===== src/rtl/pwm_dbuf_pkg.sv =====
package pwm_dbuf_pkg;
    localparam int ADDR_W = 3;

    localparam logic [ADDR_W-1:0] OFS_CTRL   = 3'd0;
    localparam logic [ADDR_W-1:0] OFS_PRESC  = 3'd1;
    localparam logic [ADDR_W-1:0] OFS_PERIOD = 3'd2;
    localparam logic [ADDR_W-1:0] OFS_NEXT   = 3'd3;
    localparam logic [ADDR_W-1:0] OFS_ACTIVE = 3'd4;

    localparam int BIT_INVERT = 0;
    localparam int BIT_TRANSP = 1;
    localparam int BIT_FRZEN  = 2;

    typedef enum logic {
        ST_RUN    = 1'b0,
        ST_FROZEN = 1'b1
    } run_state_e;
endpackage


===== src/rtl/pwm_regs.sv =====
module pwm_regs
    import pwm_dbuf_pkg::*;
#(
    parameter int CNT_W      = 16,
    parameter int PRE_W      = 8,
    parameter int RST_PERIOD = 10,
    parameter int INIT_WIDTH = 3
) (
    input  logic              clk,
    input  logic              rst_n,
    input  logic              wr_en,
    input  logic [ADDR_W-1:0] addr,
    input  logic [CNT_W-1:0]  wdata,
    output logic [CNT_W-1:0]  rdata,
    input  logic [CNT_W-1:0]  active_width,
    output logic              invert,
    output logic              transparent,
    output logic              freeze_en,
    output logic [PRE_W-1:0]  presc,
    output logic [CNT_W-1:0]  period,
    output logic [CNT_W-1:0]  next_width,
    output logic              next_wr
);
    logic wr_ctrl, wr_presc, wr_period;

    assign wr_ctrl   = wr_en && (addr == OFS_CTRL);
    assign wr_presc  = wr_en && (addr == OFS_PRESC);
    assign wr_period = wr_en && (addr == OFS_PERIOD) && (wdata != '0);
    assign next_wr   = wr_en && (addr == OFS_NEXT);

    always_ff @(posedge clk or negedge rst_n) begin
        if (!rst_n) begin
            invert      <= 1'b0;
            transparent <= 1'b0;
            freeze_en   <= 1'b0;
            presc       <= '0;
            period      <= CNT_W'(RST_PERIOD);
            next_width  <= CNT_W'(INIT_WIDTH);
        end else begin
            if (wr_ctrl) begin
                invert      <= wdata[BIT_INVERT];
                transparent <= wdata[BIT_TRANSP];
                freeze_en   <= wdata[BIT_FRZEN];
            end
            if (wr_presc)  presc      <= wdata[PRE_W-1:0];
            if (wr_period) period     <= wdata;
            if (next_wr)   next_width <= wdata;
        end
    end

    always_comb begin
        rdata = '0;
        unique case (addr)
            OFS_CTRL: begin
                rdata[BIT_INVERT] = invert;
                rdata[BIT_TRANSP] = transparent;
                rdata[BIT_FRZEN]  = freeze_en;
            end
            OFS_PRESC:  rdata[PRE_W-1:0] = presc;
            OFS_PERIOD: rdata = period;
            OFS_NEXT:   rdata = next_width;
            OFS_ACTIVE: rdata = active_width;
            default:    rdata = '0;
        endcase
    end

    AST_PERIOD_ZERO_IGNORED: assert property (@(posedge clk) disable iff (!rst_n)
        (wr_en && addr == OFS_PERIOD && wdata == '0) |=> $stable(period));
endmodule


===== src/rtl/pwm_prescaler.sv =====
module pwm_prescaler #(
    parameter int PRE_W = 8
) (
    input  logic             clk,
    input  logic             rst_n,
    input  logic             run,
    input  logic [PRE_W-1:0] div_sel,
    output logic             tick
);
    logic [PRE_W-1:0] pcnt_q;

    assign tick = run && (pcnt_q >= div_sel);

    always_ff @(posedge clk or negedge rst_n) begin
        if (!rst_n) begin
            pcnt_q <= '0;
        end else if (run) begin
            pcnt_q <= tick ? '0 : pcnt_q + 1'b1;
        end
    end

    AST_TICK_SPACING: assert property (@(posedge clk) disable iff (!rst_n)
        (tick && div_sel != '0) |=> (!tick || div_sel == '0));
endmodule


===== src/rtl/pwm_core.sv =====
module pwm_core
    import pwm_dbuf_pkg::*;
#(
    parameter int CNT_W      = 16,
    parameter int INIT_WIDTH = 3
) (
    input  logic             clk,
    input  logic             rst_n,
    input  logic             tick,
    input  logic             dbg_freeze,
    input  logic             freeze_en,
    input  logic             transparent,
    input  logic             invert,
    input  logic [CNT_W-1:0] period,
    input  logic [CNT_W-1:0] next_width,
    input  logic             next_wr,
    input  logic [CNT_W-1:0] next_wdata,
    output logic [CNT_W-1:0] active_width,
    output logic             run,
    output logic             pwm_out
);
    run_state_e       state_q, state_d;
    logic [CNT_W-1:0] cnt_q;
    logic             wrap;
    logic             pwm_q;
    logic             halt_req;

    assign halt_req = freeze_en && dbg_freeze;

    // state register
    always_ff @(posedge clk or negedge rst_n) begin
        if (!rst_n) state_q <= ST_RUN;
        else        state_q <= state_d;
    end

    // next state
    always_comb begin
        state_d = state_q;
        unique case (state_q)
            ST_RUN:    if (halt_req)  state_d = ST_FROZEN;
            ST_FROZEN: if (!halt_req) state_d = ST_RUN;
            default:   state_d = ST_RUN;
        endcase
    end

    // outputs of the controller
    always_comb begin
        run = 1'b1;
        unique case (state_q)
            ST_RUN:    run = 1'b1;
            ST_FROZEN: run = 1'b0;
            default:   run = 1'b1;
        endcase
    end

    assign wrap = tick && (cnt_q >= period - 1'b1);

    always_ff @(posedge clk or negedge rst_n) begin
        if (!rst_n) begin
            cnt_q        <= '0;
            active_width <= CNT_W'(INIT_WIDTH);
            pwm_q        <= 1'b0;
        end else begin
            if (tick) cnt_q <= wrap ? '0 : cnt_q + 1'b1;
            if (next_wr && transparent) active_width <= next_wdata;
            else if (wrap)              active_width <= next_width;
            if (run) pwm_q <= (cnt_q < active_width) ^ invert;
        end
    end

    assign pwm_out = pwm_q;

    AST_FROZEN_HOLD: assert property (@(posedge clk) disable iff (!rst_n)
        (state_q == ST_FROZEN) |=> $stable(pwm_out));
    AST_BUFFERED_HOLD: assert property (@(posedge clk) disable iff (!rst_n)
        (!wrap && !(next_wr && transparent)) |=> $stable(active_width));
    AST_TRANSPARENT_LOAD: assert property (@(posedge clk) disable iff (!rst_n)
        (next_wr && transparent) |=> (active_width == $past(next_wdata)));
    AST_FROZEN_NO_TICK: assert property (@(posedge clk) disable iff (!rst_n)
        (state_q == ST_FROZEN) |-> !tick);
endmodule


===== src/rtl/pwm_dbuf_top.sv =====
module pwm_dbuf_top
    import pwm_dbuf_pkg::*;
#(
    parameter int CNT_W      = 16,
    parameter int PRE_W      = 8,
    parameter int RST_PERIOD = 10,
    parameter int INIT_WIDTH = 3
) (
    input  logic              clk,
    input  logic              rst_n,
    input  logic              wr_en,
    input  logic [ADDR_W-1:0] addr,
    input  logic [CNT_W-1:0]  wdata,
    output logic [CNT_W-1:0]  rdata,
    input  logic              dbg_freeze,
    output logic              pwm_out
);
    logic             invert, transparent, freeze_en, next_wr, run, tick;
    logic [PRE_W-1:0] presc;
    logic [CNT_W-1:0] period, next_width, active_width;

    pwm_regs #(
        .CNT_W(CNT_W), .PRE_W(PRE_W),
        .RST_PERIOD(RST_PERIOD), .INIT_WIDTH(INIT_WIDTH)
    ) regs_i (
        .clk(clk), .rst_n(rst_n), .wr_en(wr_en), .addr(addr), .wdata(wdata),
        .rdata(rdata), .active_width(active_width), .invert(invert),
        .transparent(transparent), .freeze_en(freeze_en), .presc(presc),
        .period(period), .next_width(next_width), .next_wr(next_wr)
    );

    pwm_prescaler #(.PRE_W(PRE_W)) presc_i (
        .clk(clk), .rst_n(rst_n), .run(run), .div_sel(presc), .tick(tick)
    );

    pwm_core #(.CNT_W(CNT_W), .INIT_WIDTH(INIT_WIDTH)) core_i (
        .clk(clk), .rst_n(rst_n), .tick(tick), .dbg_freeze(dbg_freeze),
        .freeze_en(freeze_en), .transparent(transparent), .invert(invert),
        .period(period), .next_width(next_width), .next_wr(next_wr),
        .next_wdata(wdata), .active_width(active_width), .run(run),
        .pwm_out(pwm_out)
    );
endmodule


===== config.mk =====
export PLATFORM = sky130hd
export DESIGN_NAME = pwm_dbuf_top
export DESIGN_NICKNAME = d
export VERILOG_FILES = /design/src/rtl/pwm_dbuf_pkg.sv /design/src/rtl/pwm_regs.sv /design/src/rtl/pwm_prescaler.sv /design/src/rtl/pwm_core.sv /design/src/rtl/pwm_dbuf_top.sv
export SDC_FILE = /design/constraint.sdc
export NUM_CORES = 1
export LEC_CHECK = 0
export ABC_AREA = 1
export BUFFER_PORTS_ARGS = -buffer_cell sky130_fd_sc_hd__buf_2
export CORE_MARGIN = 2
export CORE_UTILIZATION = 30
export CTS_CLUSTER_DIAMETER = 120
export CTS_CLUSTER_SIZE = 16
export DETAILED_ROUTE_END_ITERATION = 10
export PLACE_DENSITY = 0.54
export SETUP_SLACK_MARGIN = 0.2
export SKIP_CTS_REPAIR_TIMING = 1
export SLEW_MARGIN = 5
export SYNTH_ARGS = -nofsm -noshare
export SYNTH_HDL_FRONTEND = slang
export SYNTH_HIERARCHICAL = 1
export SYNTH_SLANG_ARGS = --single-unit

===== constraint.sdc =====
create_clock -name clk -period 7.4 [get_ports clk]
set_clock_uncertainty 0.05 [all_clocks]
set_input_delay 2.22 -clock clk [delete_from_list [all_inputs] [get_ports clk]]
set_output_delay 2.22 -clock clk [all_outputs]
set_load 0.01 [all_outputs]

Yosys cells after proc, flatten, opt, wreduce, memory -nomap -nowiden
Index checks and enable logic that the tools add are counted.
{"block": "totals", "register_bits": 85, "latchBits": 0, "ramBits": 0, "romBits": 0, "input_bits": 23, "elab_cells": 44, "mem_count": 0}
{"block": "op_classes", "addsub": 3, "n_mul": 0, "n_div": 0, "n_lt_le_gt_ge": 3, "n_eq_ne": 4, "shifts": 0, "muxes": 9, "bitwise_logic": 2, "reduce_logical": 12}
{"cell": "$mux W16", "n": 3}
{"cell": "$pmux W8 S3", "n": 1}
{"cell": "$pmux W5 S4", "n": 1}
{"cell": "$add A16 B1 Y16 const B", "n": 1}
{"cell": "$ge A16 B16 Y1", "n": 1}
{"cell": "$lt A16 B16 Y1", "n": 1}
{"cell": "$reduce_bool A16 Y1", "n": 1}
{"cell": "$sub A16 B1 Y16 const B", "n": 1}
{"cell": "$pmux W3 S5", "n": 1}
{"cell": "$logic_and A1 B1 Y1", "n": 9}
{"cell": "$add A8 B1 Y8 const B", "n": 1}
{"cell": "$ge A8 B8 Y1", "n": 1}
{"cell": "$mux W8", "n": 1}
{"cell": "$eq A3 B2 Y1 const B", "n": 2}
{"cell": "$eq A3 B1 Y1 const B", "n": 1}
{"cell": "$eq A3 B3 Y1 const B", "n": 1}
{"cell": "$logic_not A3 Y1", "n": 1}
{"cell": "$pmux W1 S2", "n": 1}
{"cell": "$reduce_bool A2 Y1", "n": 1}
{"cell": "$mux W1", "n": 1}
{"cell": "$not A1 Y1", "n": 1}
{"cell": "$xor A1 B1 Y1", "n": 1}

Logic depth before layout (Yosys ltp)
Gate-level depths: netlist of run 1.
{"block": "logic_depth", "ltp_word": 6, "ltp_mapped": 20, "ltp_nobuf": 19}

Cells and area by module
The synthesis of run 1 kept the hierarchy.
{"mod": "pwm_core", "n_inst": 1, "cells_per_inst": 388, "area_per_inst_um2": 2907.8, "seq_area_each_um2": 853.3}
{"mod": "pwm_regs", "n_inst": 1, "cells_per_inst": 283, "area_per_inst_um2": 2137.0, "seq_area_each_um2": 1081.0}
{"mod": "pwm_prescaler", "n_inst": 1, "cells_per_inst": 87, "area_per_inst_um2": 663.1, "seq_area_each_um2": 200.2}

Worst setup path after synthesis of run 1
No wires, ideal clock.
{"block": "synth_path", "kind": "input to output", "startpoint": "input port addr[0]", "endpoint": "output port rdata[5]", "arrival_time_ns": 2.971, "path_slack_ns": 2.159, "cell_stages": 4, "n_path_buf": 1, "cell_sequence": "nor3_4 clkbuf_1 nand2_1 nand4_1"}
{"block": "synth_between", "elab_chain_len": 2, "word_cells_on_any_way": 5}
{"item": "start: declaration", "line": "pwm_dbuf_top.sv:12", "rtl": "input logic [ADDR_W-1:0] addr,"}
{"item": "$eq A3 B3 Y1, or another cell as far along", "line": "pwm_regs.sv:53", "rtl": "unique case (addr)"}
{"item": "$pmux W5 S4 (*)", "line": "pwm_regs.sv:53"}
{"item": "end: declaration", "line": "pwm_dbuf_top.sv:14", "rtl": "output logic [CNT_W-1:0] rdata,"}
Every way passes the cells marked *; elsewhere a longest branch is shown, timed or not.

Worst setup path in the final report of run 1
{"block": "layout_path", "startpoint": "input port addr[0]", "endpoint": "output port rdata[1]"}
{"block": "layout_between", "elab_chain_len": 2, "word_cells_on_any_way": 6}
{"item": "$eq A3 B3 Y1, or another cell as far along", "line": "pwm_regs.sv:53"}
{"item": "$pmux W3 S5 (*)", "line": "pwm_regs.sv:53"}
Marks and branches as above.

==> out/metrics.yaml, run 1 <==
cap_violations: 0
setup_tns_ns: 0
hp-class: "reg2reg"
syn_nets: 823
setup_ws_ns: 1.63
hold_violations: 0
grt_start_max_net_pins: 56
hpwlAfterDp_um: 10900
fin_crit_sh_pct: 78.0
port_buffers: 39
r2r-end: "core_i/active_width[9]"
coreArea_um2: 18700
start_kind: "primary input"
cp.depth: 9
drt_iter0_drc: 284
n_antenna_cell: 0
synth-edff-count: 0
num_rows: 50
status: "complete, no violations"
grt_pass1_vias: 4695
ant_nets: 0
nets: 857
vias: 4825
cts_buffers: 9
crit_start: "addr[0]"
drt-vias-per-instance: 4.68
grt-ovfl-total: 0
netlist_area_um2: 5710
drcViolationCount: 0
grt_use_total_pct: 15.4
r2r_cells: 17
ios: 40
met2_length_um: 6780
wl_um: 14600
p_leak_nw: 3.30
wl_met3_um: 421
die_area_um2: 20100
cp_top_family: "buffers and inverters"
required_ns: 5.13
cp_num_buf_inv: 4
synth_warnings: 6
wl_per_cell_um: 14.2
grt_antenna_before_repair: 0
cp_data_arrival_time_ns: 3.50
fmax_mhz: 173
routed.top_layer: "met4"
clkTransAtPathRegs_ns: 0.06
synth.ff_latch_count: 85
clk_latency_ns: 0.35
cts_max_level: 3
cts.path.max_buffers: 2
peakVddDrop_v: 0.000118
cts_tree: "done"
final_util_pct: 34.2
worstSetupPathType: "in2out"
timing.slew.headroom_pct: 45.7
finalMaxSlewViolations: 0
ys.flop_type: "dfrtp_1"
period_needed_ns: 5.77
dp_slack_ns: 1.65
start_util_pct: 30.5
cp_slowest_cell: "inv_1"
synth_cell_types: 40
tightest_slew_ns: 0.813
power.density_nw_per_um2: 260
clock-sinks: 85
syn_to_final_growth_pct: 12.1
rrSetupSlack_ns: 4.17
drive_gt1_share_pct: 13.7
clock_tree.root_cell: "clkbuf_16"
setup_violations: 0
crit_chain: "buf_2 -> inv_1 -> nand3_1 -> inv_1 -> nand2_1 -> nand2_1 -> nor2_1 -> nand2_1 -> buf_2"
end_kind: "output port"
crit_top_cell: "nand2_1"
rsz0062_at_grt: "no"
die_h_um: 142
wl_met1_um: 7110
rr_startpoint: "regs_i/period[0]"
gp_congestion: 0.820
syn_area_per_cell_um2: 7.53
path_max_fanout: 14
grt_pass1_wl_um: 24400
endpoint: "rdata[1]"
synthCells: 758
first_pass_iters: 4
dieWidth_um: 142
async_reset_ff_share_pct: 100
critical-path-max-stage-delay_ns: 0.42
seq_area_frac_synth_pct: 37.4
whs_path_depth: 2
==> registers in the layout, summed over array words and instances, names as in the netlist, 8 cells and up <==
register and flops:
core_i/active_width 16, core_i/cnt_q 16, presc_i/pcnt_q 8, regs_i/next_width 16
regs_i/period 16, regs_i/presc 8
==> how the worst min path moves through the flow <==
stage | slack [ns] | start | endpoint
finish | 0.43 | core_i/state_q | core_i/pwm_out
detailed placement | 0.41 | core_i/state_q | core_i/pwm_out
floorplan | 0.40 | core_i/state_q | core_i/pwm_out
CTS | 0.43 | core_i/state_q | core_i/pwm_out
global route | 0.47 | core_i/active_width[0] | core_i/active_width[0]
global placement | 0.41 | core_i/state_q | core_i/pwm_out
==> where the power goes <==
group,switching (W),internal [W],leakage [nW]
Sequential,0.000117,0.000569,1.09
Clock,0.000193,0.000270,0.145
Combinational,0.000311,0.000206,2.07
==> layout by cell type (no fill, tap or decap), types with 16 or more instances in the layout <==
master   netlist  final
o21ai_0       24     24
inv_1         76     76
buf_2          6     38
nand2_1      270    270
a21oi_1       19     19
dfrtp_1       79     79
nor2_1        51     51
mux2_2        16     16
nand3_1       59     59
xor2_1        17     17
nand4_1       21     21
ha_1          42     42
==> worst reg2reg max path: stages (launching register included) <==
cell,delay [ns]
dfrtp_1,0.40
inv_1,0.13
ha_1,0.23
nand4_1,0.14
nor2_1,0.21
nand3b_1,0.14
nor2_1,0.13
xor2_1,0.16
inv_1,0.06
ha_1,0.26
nand4_1,0.11
a21oi_1,0.05
nor2_1,0.15
nand3_2,0.12
nand2_4,0.30
nand2_4,0.24
nand2_1,0.16
nand2_1,0.06
==> cell families after synthesis <==
family          share of synthesized area, %
mux                                     3.16
flops                                   37.4
compound gates                          4.98
xor+xnor                                3.99
simple gates                            33.6
fa+ha+maj                               9.21
buf+inv                                 7.72
==> synth_stat cells (2+ instances only) <==
cell,instances,area share [%]
buf_6,3,0.59
a21o_1,2,0.26
nand3b_1,2,0.26
a21oi_1,19,1.7
o21a_1,2,0.26
nand2_4,4,0.79
xor2_1,17,2.6
mux2_2,16,3.2
inv_2,6,0.39
buf_2,6,0.53
nand2_1,270,18
nor3_4,5,1.4
nor2_1,51,3.4
dfrtp_1,79,35
ha_1,42,9.2
inv_1,76,5.0
nor3_1,6,0.53
buf_4,5,0.66
dfstp_2,6,2.8
nand4_1,21,2.3
xnor2_1,9,1.4
nand3_1,59,5.2
nor2_2,5,0.55
o21ai_0,24,2.1
a21oi_2,2,0.31
nand2_2,3,0.33
nor4_1,2,0.22
clkinv_1,2,0.13
clkbuf_1,3,0.20
==> metal layers <==
| metal | vias up | track usage, % |
|---|---|---|
| li1 | 2502 | - |
| met1 | 2233 | 21.4 |
| met2 | 74 | 25.0 |
| met3 | 16 | 1.78 |
| met4 | 0 | 5.37 |
| met5 | - | 0 |
==> layout make-up <==
| class | instances | area (um2) |
|---|---|---|
| clock inverters | 5 | 60.1 |
| clock buffers | 10 | 239 |
| inverters | 85 | 324 |
| repair buffers | 41 | 213 |
| multi-input cells | 570 | 3130 |
| well taps | 234 | 293 |
| flip-flops and latches | 85 | 2130 |
| fillers | 1969 | 12300 |
==> per-stage QoR <==
| stage | total power (W) | cells | hold slack (ns) | area [um2] |
|---|---|---|---|---|
| after floorplan | 0.00106 | 758 | 0.396 | 5710 |
| after CTS | 0.00168 | 1030 | 0.430 | 6400 |
| after global placement | 0.00121 | 1015 | 0.411 | 6100 |
| after detailed placement | 0.00121 | 1015 | 0.413 | 6100 |
| final | 0.00167 | 1030 | 0.426 | 6400 |
| after global routing | 0.00181 | 1030 | 0.467 | 6400 |
(Power assumes the default switching activity.)
==> inputs of run 2 (changes only) <==
--- a/config.mk
+++ b/config.mk
@@ -5,14 +5,14 @@
 export SDC_FILE = /design/constraint.sdc
 export NUM_CORES = 1
 export LEC_CHECK = 0
-export ABC_AREA = 1
+export ABC_AREA = 0
 export BUFFER_PORTS_ARGS = -buffer_cell sky130_fd_sc_hd__buf_2
 export CORE_MARGIN = 2
 export CORE_UTILIZATION = 30
 export CTS_CLUSTER_DIAMETER = 120
 export CTS_CLUSTER_SIZE = 16
 export DETAILED_ROUTE_END_ITERATION = 10
-export PLACE_DENSITY = 0.54
+export PLACE_DENSITY = 0.55
 export SETUP_SLACK_MARGIN = 0.2
 export SKIP_CTS_REPAIR_TIMING = 1
 export SLEW_MARGIN = 5
==> constraint.sdc (replaced) <==
create_clock -name clk -period 5.6 [get_ports clk]
set_clock_uncertainty 0.05 [all_clocks]
set_input_delay 1.68 -clock clk [delete_from_list [all_inputs] [get_ports clk]]
set_output_delay 1.68 -clock clk [all_outputs]
set_load 0.01 [all_outputs]
==> out/metrics.yaml, run 2 <==
multi_input_area_um2: 2970
netlist_area_um2: 5340
coreArea_um2: 17400
cp_data_arrival_time_ns: 2.93
drt-vias-per-instance: 5.14
grt_pass1_vias: 4245
r2r-end: "core_i/active_width[13]"
drcViolationCount: 0
critical-path-max-stage-delay_ns: 0.34
hp-class: "reg2reg"
dieWidth_um: 137
port_buffers: 39
min_from: "core_i/pwm_out"
start_kind: "primary input"
crit_top_cell: "buf_2"
ios: 40
grt_use_total_pct: 15.5
wl_um: 13500
cp_slowest_cell: "buf_4"
whs_path_depth: 1
grt-ovfl-total: 0
syn_area_per_cell_um2: 10.2
p_leak_nw: 2.84
grt_pass1_wl_um: 22400
clk_latency_ns: 0.35
drt_iter0_drc: 218
fmax_mhz: 215
synth_top_cell_by_area: "dfrtp_1"
nets: 628
end_kind: "output port"
crit_chain: "buf_2 -> buf_4 -> mux2i_1 -> nor2_1 -> a31oi_1 -> o22ai_1 -> buf_2"
synth_cell_types: 56
setup_tns_ns: 0
n_fill_cell: 1748
worstSetupPathType: "in2out"
ant_nets: 0
synth.ff_latch_count: 85
first_pass_iters: 4
cts_buffers: 9
peakVddDrop_v: 0.000214
final_common_cell: "dfrtp_1"
instances_no_fill: 793
grt_antenna_before_repair: 0
grt_use_met1_pct: 20.8
busiest_layer: "met2"
worstHoldEndpoint: "core_i/pwm_out"
rr_startpoint: "regs_i/period[4]"
drive_gt1_share_pct: 21.7
synth_top_area_share_pct: 37.0
cap_violations: 0
mostFrequentLayoutCells: "79 x dfrtp_1, 49 x nor2_1, 42 x ha_1"
synthCells: 525
gp_congestion: 0.857
grt_start_max_net_pins: 53
rrSetupSlack_ns: 1.83
fin_crit_sh_pct: 83.2
hold_violations: 0
seq_area_frac_synth_pct: 40.0
required_ns: 3.87
clkTransAtPathRegs_ns: 0.06
timing.slew.headroom_pct: 23.0
synth_warnings: 6
num_rows: 48
cts.path.max_buffers: 2
clock_tree.root_cell: "clkbuf_16"
syn_to_final_growth_pct: 13.5
finalMaxSlewViolations: 0
rsz0062_at_grt: "no"
async_reset_ff_share_pct: 100
r2r_cells: 14
cp_top_family: "buffers and inverters"
cts_tree: "done"
power.density_nw_per_um2: 365
yosysMostFrequentCell: "dfrtp_1"
met3_usage_pct: 2.94
tightest_slew_ns: 1.15
grtUsageMet2_pct: 25.1
whs_ns: 0.468
vias: 4076
ys.flop_type: "dfrtp_1"
synth_common_cells: "79 x dfrtp_1, 49 x nor2_1, 42 x ha_1, 38 x inv_1, 35 x mux2_2"
cp_num_buf_inv: 3
wl_per_cell_um: 17.0
setup_violations: 0
die_area_um2: 18900
synth-edff-count: 0
start_util_pct: 30.8
dp.cells: 777
period_needed_ns: 4.66
status: "complete, no violations"
hpwlAfterDp_um: 10100
syn_nets: 590
clock-sinks: 85
cts_max_level: 3
yosys-top-cells-area: "dfrtp_1 37%, ha_1 9.8%, mux2_2 7.4%, mux2i_1 5.6%, nor2_1 3.4%"
path_max_fanout: 15
register_area_um2: 2130
die_h_um: 137
n_antenna_cell: 0
run 2: cell count changes in the layout (fill, tap and decap cells not counted), moves of 10 or more:
cell,before,now
a22oi_1,0,10
inv_1,76,38
mux2_2,16,35
mux2_4,0,10
mux2i_1,0,30
nand2_1,270,31
nand3_1,59,14
nand4_1,21,9
run 2: logic make-up (layout without fill, tap and decap cells):
family | count (synthesis) | in the layout | share of synthesized area (%)
and+or+nand+nor | 145 | 145 | 14.1
AOI/OAI and AO/OA | 91 | 91 | 10.6
DFF | 85 | 85 | 40.0
muxes | 76 | 76 | 16.0
buffers and inverters | 57 | 100 | 4.73
adders and majority gates | 42 | 42 | 9.84
xor gates and xnor gates | 29 | 29 | 4.75
run 2: layout make-up:
class | count | area share [%]
Multi-Input combinational cell | 383 | 48.9
Tap cell | 225 | 4.64
Clock inverter | 4 | 0.846
Sequential cell | 85 | 35.2
Timing Repair Buffer | 46 | 4.13
Inverter | 38 | 2.35
Clock buffer | 12 | 3.90
run 2: how the worst max path moves through the flow:
| stage | startpoint | to | depth (start not counted) |
|---|---|---|---|
| 2_1_floorplan | addr[0] | rdata[0] | 6 |
| 3_3_place_gp | addr[0] | rdata[1] | 7 |
| 3_5_place_dp | addr[2] | rdata[4] | 6 |
| 4_1_cts | addr[2] | rdata[4] | 6 |
| 5_1_grt | addr[0] | rdata[1] | 7 |
| 6_report | addr[0] | rdata[1] | 7 |
run 2: layer usage:
| metal | vias up | wire length [um] |
|---|---|---|
| met1 | 2060 | 6320 |
| met5 | - | 0 |
| met2 | 63 | 6450 |
| met3 | 12 | 481 |
| li1 | 1941 | - |
| met4 | 0 | 206 |
run 2: stage by stage:
step                      utilization [%]  setup WS [ns]  area (um2)  total power, W
after CTS                            34.9          0.933        6070         0.00224
after global placement               33.3          0.986        5780         0.00160
after detailed placement             33.3          0.931        5780         0.00164
after floorplan                         -           1.19        5340         0.00140
after global routing                 34.9          0.825        6070         0.00238
final                                34.9          0.941        6070         0.00222
run 2: where the power goes:
part           internal (W)  total (W)  switching [W]  leakage, nW
clock              0.000346   0.000590       0.000244        0.137
combinational      0.000326   0.000680       0.000354         1.70
sequential         0.000771   0.000946       0.000175         1.01
total               0.00144    0.00222       0.000773         2.84
run 2: worst register-to-register path: stages, from the launching register on:
cell     delay (ns)
dfrtp_1        0.44
or4_4          0.56
nor2_4         0.12
nand2_2        0.09
nor3_2         0.22
or3b_1         0.38
xor2_1         0.16
ha_1           0.33
nand2_1        0.07
o21ai_0        0.25
a22oi_1        0.18
o31ai_4        0.11
buf_4          0.30
mux2i_1        0.24
a21oi_1        0.09
